## config.mk

```make
export PLATFORM = sky130hd
export DESIGN_NAME = blk_xfer_engine
export DESIGN_NICKNAME = d
export VERILOG_FILES = /design/src/rtl/blkx_pkg.sv /design/src/rtl/blkx_addr_gen.sv /design/src/rtl/blkx_lane.sv /design/src/rtl/blk_xfer_engine.sv
export SDC_FILE = /design/constraint.sdc
export NUM_CORES = 1
export LEC_CHECK = 0
export BUFFER_PORTS_ARGS = -buffer_cell sky130_fd_sc_hd__buf_4
export CORE_AREA = 2 2 157 159
export DETAILED_ROUTE_END_ITERATION = 6
export DIE_AREA = 0 0 159 161
export GPL_TIMING_DRIVEN = 0
export PLACE_DENSITY = 0.59
export SETUP_SLACK_MARGIN = 0.1
export SLEW_MARGIN = 25
export SYNTH_ARGS = -nofsm -noshare
export SYNTH_HDL_FRONTEND = slang
export SYNTH_HIERARCHICAL = 1
export SYNTH_SLANG_ARGS = --single-unit
```

## constraint.sdc

```tcl
create_clock -name clk -period 4.11 [get_ports clk]
set_input_delay 0.6165 -clock clk [delete_from_list [all_inputs] [get_ports clk]]
set_output_delay 0.6165 -clock clk [all_outputs]
set_load 0.05 [all_outputs]
```

## src/rtl/blkx_pkg.sv

```systemverilog
package blkx_pkg;

    typedef enum logic [1:0] {
        OP_READ  = 2'd0,
        OP_WRITE = 2'd1,
        OP_CMP   = 2'd2,
        OP_RSVD  = 2'd3
    } blkx_op_e;

    typedef enum logic [1:0] {
        FMT_NYB  = 2'd0,
        FMT_BYTE = 2'd1,
        FMT_WSTR = 2'd2,
        FMT_WSWP = 2'd3
    } blkx_fmt_e;

    typedef enum logic [2:0] {
        ST_IDLE = 3'd0,
        ST_LRD  = 3'd1,
        ST_LCAP = 3'd2,
        ST_EWR  = 3'd3,
        ST_ERD  = 3'd4,
        ST_ECAP = 3'd5,
        ST_LWR  = 3'd6,
        ST_DONE = 3'd7
    } blkx_st_e;

    // index of the last external byte lane of one element
    function automatic logic [1:0] last_lane(input blkx_fmt_e f);
        case (f)
            FMT_NYB:  last_lane = 2'd3;
            FMT_BYTE: last_lane = 2'd0;
            default:  last_lane = 2'd1;
        endcase
    endfunction

    // log2 of the external bytes per element
    function automatic logic [1:0] elem_shift(input blkx_fmt_e f);
        case (f)
            FMT_NYB:  elem_shift = 2'd2;
            FMT_BYTE: elem_shift = 2'd0;
            default:  elem_shift = 2'd1;
        endcase
    endfunction

    function automatic logic cmd_legal(input blkx_op_e op, input blkx_fmt_e f);
        cmd_legal = (op != OP_RSVD) && ((f != FMT_NYB) || (op == OP_WRITE));
    endfunction

endpackage

```

## src/rtl/blkx_addr_gen.sv

```systemverilog
module blkx_addr_gen
    import blkx_pkg::*;
#(
    parameter int LAW = 10,
    parameter int PW  = 4
) (
    input  logic [LAW-1:0]   loc_base,
    input  logic [PW-1:0]    page,
    input  logic [15:0]      ext_base,
    input  logic [LAW-1:0]   idx_loc,
    input  logic [15:0]      idx_ext,
    input  logic [1:0]       lane,
    input  logic [1:0]       shift,
    output logic [LAW-1:0]   loc_addr,
    output logic [PW+15:0]   ext_addr
);
    logic [15:0] offs;
    logic [15:0] byte_addr;

    always_comb begin
        offs      = (idx_ext << shift) + {14'd0, lane};
        byte_addr = ext_base + offs;   // wraps inside the page
        loc_addr  = loc_base + idx_loc;
        ext_addr  = {page, byte_addr};
    end
endmodule

```

## src/rtl/blkx_lane.sv

```systemverilog
module blkx_lane
    import blkx_pkg::*;
(
    input  blkx_fmt_e   fmt,
    input  logic [1:0]  lane,
    input  logic [15:0] loc_word,
    input  logic [7:0]  first_byte,
    input  logic [7:0]  cur_byte,
    output logic [7:0]  out_byte,
    output logic [15:0] in_word,
    output logic        match
);
    always_comb begin
        case (fmt)
            FMT_NYB: begin
                case (lane)
                    2'd0:    out_byte = {4'h0, loc_word[15:12]};
                    2'd1:    out_byte = {4'h0, loc_word[11:8]};
                    2'd2:    out_byte = {4'h0, loc_word[7:4]};
                    default: out_byte = {4'h0, loc_word[3:0]};
                endcase
                in_word = {8'h00, cur_byte};
            end
            FMT_BYTE: begin
                out_byte = loc_word[7:0];
                in_word  = {8'h00, cur_byte};
            end
            FMT_WSTR: begin
                out_byte = lane[0] ? loc_word[7:0] : loc_word[15:8];
                in_word  = {first_byte, cur_byte};
            end
            default: begin
                out_byte = lane[0] ? loc_word[15:8] : loc_word[7:0];
                in_word  = {cur_byte, first_byte};
            end
        endcase
        if (fmt == FMT_BYTE) match = (in_word[7:0] == loc_word[7:0]);
        else                 match = (in_word == loc_word);
    end
endmodule

```

## src/rtl/blk_xfer_engine.sv

```systemverilog
module blk_xfer_engine
    import blkx_pkg::*;
#(
    parameter int LAW = 10,
    parameter int PW  = 4,
    parameter int CW  = 16
) (
    input  logic            clk,
    input  logic            rst_n,
    input  logic            start,
    input  logic [1:0]      cmd_op,
    input  logic [1:0]      cmd_fmt,
    input  logic [LAW-1:0]  cmd_loc_addr,
    input  logic [PW-1:0]   cmd_page,
    input  logic [15:0]     cmd_ext_addr,
    input  logic [CW-1:0]   cmd_count,
    output logic            busy,
    output logic            done,
    output logic [CW-1:0]   result,
    output logic            loc_en,
    output logic            loc_we,
    output logic [LAW-1:0]  loc_addr,
    output logic [15:0]     loc_wdata,
    input  logic [15:0]     loc_rdata,
    output logic            ext_en,
    output logic            ext_we,
    output logic [PW+15:0]  ext_addr,
    output logic [7:0]      ext_wdata,
    input  logic [7:0]      ext_rdata
);
    localparam logic [CW-1:0] ONE = 1;

    typedef struct packed {
        blkx_st_e        st;
        blkx_op_e        op;
        blkx_fmt_e       fmt;
        logic [LAW-1:0]  loc_base;
        logic [PW-1:0]   page;
        logic [15:0]     ext_base;
        logic [CW-1:0]   count;
        logic [CW-1:0]   idx;
        logic [1:0]      lane;
        logic [15:0]     word;
        logic [7:0]      first;
        logic [CW-1:0]   result;
    } eng_t;

    eng_t eng_q, eng_d;

    logic [LAW-1:0] idx_loc;
    logic [15:0]    idx_ext;
    logic [7:0]     lane_byte;
    logic [15:0]    lane_word;
    logic           lane_match;
    logic           step;
    logic           at_last_lane;
    logic           at_fwd_end;
    blkx_op_e       new_op;
    blkx_fmt_e      new_fmt;

    // element index narrowed or widened to each address space
    generate
        if (CW >= LAW) begin : g_loc_cut
            assign idx_loc = eng_q.idx[LAW-1:0];
        end else begin : g_loc_pad
            assign idx_loc = {{(LAW-CW){1'b0}}, eng_q.idx};
        end
        if (CW >= 16) begin : g_ext_cut
            assign idx_ext = eng_q.idx[15:0];
        end else begin : g_ext_pad
            assign idx_ext = {{(16-CW){1'b0}}, eng_q.idx};
        end
    endgenerate

    blkx_addr_gen #(.LAW(LAW), .PW(PW)) u_addr (
        .loc_base (eng_q.loc_base),
        .page     (eng_q.page),
        .ext_base (eng_q.ext_base),
        .idx_loc  (idx_loc),
        .idx_ext  (idx_ext),
        .lane     (eng_q.lane),
        .shift    (elem_shift(eng_q.fmt)),
        .loc_addr (loc_addr),
        .ext_addr (ext_addr)
    );

    blkx_lane u_lane (
        .fmt        (eng_q.fmt),
        .lane       (eng_q.lane),
        .loc_word   (eng_q.word),
        .first_byte (eng_q.first),
        .cur_byte   (ext_rdata),
        .out_byte   (lane_byte),
        .in_word    (lane_word),
        .match      (lane_match)
    );

    always_comb begin
        eng_d        = eng_q;
        loc_en       = 1'b0;
        loc_we       = 1'b0;
        loc_wdata    = eng_q.word;
        ext_en       = 1'b0;
        ext_we       = 1'b0;
        ext_wdata    = lane_byte;
        done         = 1'b0;
        step         = 1'b0;
        new_op       = blkx_op_e'(cmd_op);
        new_fmt      = blkx_fmt_e'(cmd_fmt);
        at_last_lane = (eng_q.lane == last_lane(eng_q.fmt));
        at_fwd_end   = (eng_q.idx == eng_q.count - ONE);

        case (eng_q.st)
            ST_IDLE: begin
                if (start) begin
                    eng_d.op       = new_op;
                    eng_d.fmt      = new_fmt;
                    eng_d.loc_base = cmd_loc_addr;
                    eng_d.page     = cmd_page;
                    eng_d.ext_base = cmd_ext_addr;
                    eng_d.count    = cmd_count;
                    eng_d.lane     = 2'd0;
                    eng_d.result   = '0;
                    eng_d.idx      = (new_op == OP_CMP) ? cmd_count - ONE : '0;
                    if ((cmd_count == '0) || !cmd_legal(new_op, new_fmt))
                        eng_d.st = ST_DONE;
                    else if (new_op == OP_READ)
                        eng_d.st = ST_ERD;
                    else
                        eng_d.st = ST_LRD;
                end
            end
            ST_LRD: begin
                loc_en   = 1'b1;
                eng_d.st = ST_LCAP;
            end
            ST_LCAP: begin
                eng_d.word = loc_rdata;
                eng_d.lane = 2'd0;
                eng_d.st   = (eng_q.op == OP_WRITE) ? ST_EWR : ST_ERD;
            end
            ST_EWR: begin
                ext_en = 1'b1;
                ext_we = 1'b1;
                if (at_last_lane) step = 1'b1;
                else              eng_d.lane = eng_q.lane + 2'd1;
            end
            ST_ERD: begin
                ext_en   = 1'b1;
                eng_d.st = ST_ECAP;
            end
            ST_ECAP: begin
                if (!at_last_lane) begin
                    eng_d.first = ext_rdata;
                    eng_d.lane  = eng_q.lane + 2'd1;
                    eng_d.st    = ST_ERD;
                end else if (eng_q.op == OP_READ) begin
                    eng_d.word = lane_word;
                    eng_d.st   = ST_LWR;
                end else if (!lane_match) begin
                    eng_d.result = eng_q.idx + ONE;
                    eng_d.st     = ST_DONE;
                end else begin
                    step = 1'b1;
                end
            end
            ST_LWR: begin
                loc_en = 1'b1;
                loc_we = 1'b1;
                step   = 1'b1;
            end
            default: begin
                done     = 1'b1;
                eng_d.st = ST_IDLE;
            end
        endcase

        // advance to the next element or finish
        if (step) begin
            eng_d.lane = 2'd0;
            if (eng_q.op == OP_CMP) begin
                if (eng_q.idx == '0) begin
                    eng_d.st = ST_DONE;
                end else begin
                    eng_d.idx = eng_q.idx - ONE;
                    eng_d.st  = ST_LRD;
                end
            end else if (at_fwd_end) begin
                eng_d.st = ST_DONE;
            end else begin
                eng_d.idx = eng_q.idx + ONE;
                eng_d.st  = (eng_q.op == OP_READ) ? ST_ERD : ST_LRD;
            end
        end
    end

    always_ff @(posedge clk) begin
        if (!rst_n) eng_q <= '0;
        else        eng_q <= eng_d;
    end

    assign busy   = (eng_q.st != ST_IDLE);
    assign result = eng_q.result;

endmodule

```

==> flow_metrics.env <==
export IMPL_numPortBuffers=152
export IMPL_syn_inst=1196
export IMPL_final_util_pct=49.31
export IMPL_dp_cells=1672
export IMPL_die_h_um=161
export IMPL_p_per_area_nw_per_um2=624.2
export IMPL_yosysTopAreaCell="dfxtp_1"
export IMPL_p_total_mw=7.376
export IMPL_fin_hold_ws_ns=0.4619
export IMPL_first_pass_iters=5
export IMPL_wl_per_cell_um=18.41
export IMPL_critPathLaunch="eng_q[105]"
export IMPL_async_flop_share_pct=0
export IMPL_worst_pin_slew_ns=0.9727
export IMPL_tns_ns=-0.1331
export IMPL_synth_simple_area_share_pct=24.38
export IMPL_drv_slew=0
export IMPL_synth_edff_count=0
export IMPL_period_minus_slack_ns=4.178
export IMPL_ys_flop_type="dfxtp_1"
export IMPL_internal_power_mw=3.612
export IMPL_area_delta_synth_final_pct=25.87
export IMPL_min_period_over_period_pct=101.6
export IMPL_cts_buffer_depth=2
export IMPL_insertion_delay_ns=0.37
export IMPL_synth_adder_area_share_pct=6.451
export IMPL_status="finished with violations"
export IMPL_final_cell_mix="204 x nand2_1, 199 x buf_4, 107 x dfxtp_1"
export IMPL_synth_top_area_share_pct=23.67
export IMPL_n_antenna_cell=0
export IMPL_htree_num_levels=3
export IMPL_cts_tree="yes"
export IMPL_ios=153
export IMPL_gp_congestion=0.9325
export IMPL_root_buffer="clkbuf_16"
export IMPL_wirelength_um=31400
export IMPL_max_freq_mhz=239.4
export IMPL_violations="setup timing"
export IMPL_ys_ff_latch=111
export IMPL_drc=0
export IMPL_path_max_fanout=3
export IMPL_num_vias=9480
export IMPL_min_from="eng_q[93]"
export IMPL_synth_area_top_cells="dfxtp_1 24%, nand2_1 8.2%, xnor2_1 5.7%, ha_1 5.6%, a21oi_1 3.2%"
export IMPL_drive_gt1_share_pct=24.19
export IMPL_switching_power_mw=3.764
export IMPL_path_clk_slew_ns=0.07
export IMPL_finalClockSkew_ns=0.01386
export IMPL_cts_made_buffers=9
export IMPL_design_core_area_um2=23960
export IMPL_synth_compound_area_share_pct=20.55
export IMPL_end_kind="primary output"
export IMPL_switching_share_pct=51.03
export IMPL_pwr_share_clk_pct=13.1
export IMPL_fill_cells=2482
export IMPL_row_count=57
export IMPL_placed_area_um2=10990
export IMPL_setup_ws_ns=-0.06780
export IMPL_initialDrtViolationCount=722
export IMPL_dp_slack_ns=-0.2506
export IMPL_ys_warn_count=6
export IMPL_hp_class="flop to flop"
export IMPL_worstPathArrival_ns=3.56
export IMPL_hold_buffers=0
export IMPL_design_area_um2=11820
export IMPL_syn_nets=1319
export IMPL_cts_sinks=111
export IMPL_finalHoldViolCount=0
export IMPL_maxSlewHeadroom_pct=34.92
export IMPL_overflow=0
export IMPL_timing_rr_start="eng_q[104]"
export IMPL_hpwl_um=23940
export IMPL_start_util_pct=39.18
export IMPL_grtUsageTotal_pct=23.86
export IMPL_pwr_share_seq_pct=22.7
export IMPL_chipWidth_um=159
export IMPL_finalSetupViolCount=2
export IMPL_synth_top_family_by_area="simple AND/OR/NAND/NOR gates"
export IMPL_rsz0062_at_grt="true"
export IMPL_start_kind="flop"
export IMPL_syn_cell_area_um2=9388
export IMPL_peakVddDrop_mv=0.4263
export IMPL_synth_xor_area_share_pct=8.010
export IMPL_synth_mux_area_share_pct=8.996
export IMPL_critical_path_class="flop to primary output"
export IMPL_yosysUniqueCellTypes=84
export IMPL_via_per_inst=5.560
export IMPL_grt_pass1_vias=8938
export IMPL_antenna_left=0
export IMPL_layout_commonest_cell="nand2_1"
export IMPL_grt_max_degree=20
export IMPL_crit_required_ns=3.49
export IMPL_drv_cap=0
export IMPL_seq_area_frac_synth_pct=23.67
export IMPL_fin_nets=1499
export IMPL_p_leak_nw=4.534
export IMPL_avgSynthCellArea_um2=7.849
export IMPL_power_frac_comb_pct=64.2
export IMPL_die_area_um2=25600
export IMPL_grt_pass1_wl_um=48930
export IMPL_antenna_found_initial=0
export IMPL_fin_cells=1705
-- final timing paths --
path / to / slack, ns / depth (start not counted)
worst max-delay path: ext_addr[13] / -0.07 / 16
worst min-delay path: eng_q[93] / 0.46 / 2
worst max register to register: idx_ext[7] / 0.27 / 16
worst min register to register: eng_q[93] / 0.46 / 2
-- critical path, cell delays in order (launching register included) --
cell and delay [ns]:
dfxtp_4 0.37, clkbuf_1 0.11, buf_6 0.12, buf_8 0.12
mux2i_1 0.11, or2_4 0.25, fa_1 0.42, inv_1 0.07
ha_2 0.18, inv_2 0.04, fa_2 0.34, nand2b_4 0.16
a21oi_4 0.17, o2111ai_4 0.17, a31oi_4 0.23, xor2_2 0.17
buf_6 0.18
-- cell families (layout without fill, tap and decap cells) --
group / after synthesis / in the layout
buffers and inverters: 144 / 329
adders and majority gates: 46 / 46
and+or+nand+nor: 470 / 470
DFF: 111 / 111
AOI/OAI and AO/OA: 282 / 282
muxes: 58 / 58
xor gates and xnor gates: 85 / 85
-- power groups by stage --
stage	clock network [mW]	registers, mW	logic [mW]
after CTS	0.976	1.66	4.56
after global placement	0	1.68	4.41
after detailed placement	0	1.69	4.43
after floorplan	0	1.55	3.34
final	0.965	1.68	4.73
after global routing	1.02	1.72	5.11
-- cell type report --
cell class	count	area [um2]	area share, %
multi-input combinational	941	6768	57.27
sequential	111	2232	18.89
timing repair buffer	169	1333	11.28
buffer	113	648.1	5.485
tap	324	405.4	3.431
clock buffer	10	239.0	2.022
inverter	31	116.4	0.9848
clock inverter	6	75.07	0.6353
-- synth_stat cells (all sizes together), types with 5 or more instances --
cell,count
a211oi,10
a21boi,35
a21o,6
a21oi,62
a221o,9
a22oi,5
a311oi,19
a31oi,10
a32o,5
and2,9
and3,9
buf,62
clkbuf,51
dfxtp,111
ha,42
inv,30
mux2,10
mux2i,32
mux4,16
nand2,206
nand2b,10
nand3,24
nand3b,5
nand4,14
nand4b,6
nor2,78
nor2b,29
nor3,30
nor4,15
nor4b,5
o211ai,9
o21a,6
o21ai,54
o22ai,14
o31ai,5
or3,14
xnor2,62
xor2,23
-- flip-flops by register name (all words and copies together), names as in the netlist --
name / cells
result: 16
eng_q: 63
idx_ext: 16
loc_wdata: 16
-- per-layer routing --
| metal | wire [um] | share of wire [%] | global-route usage [%] | vias to the layer above |
|---|---|---|---|---|
| met1 | 14510 | 46 | 33.82 | 4518 |
| li1 | - | - | - | 4613 |
| met5 | 0 | 0 | 0 | - |
| met4 | 492 | 1.6 | 5.744 | 0 |
| met3 | 2176 | 6.9 | 4.545 | 29 |
| met2 | 14220 | 45 | 37.53 | 320 |
-- what timing repair did --
item	CTS	global route
pin swaps	9	15
buffers inserted	9	9
endpoints found under the hold margin	0	0
resized for setup	37	43
setup endpoints to repair	11	22
(Power assumes the default switching activity.)
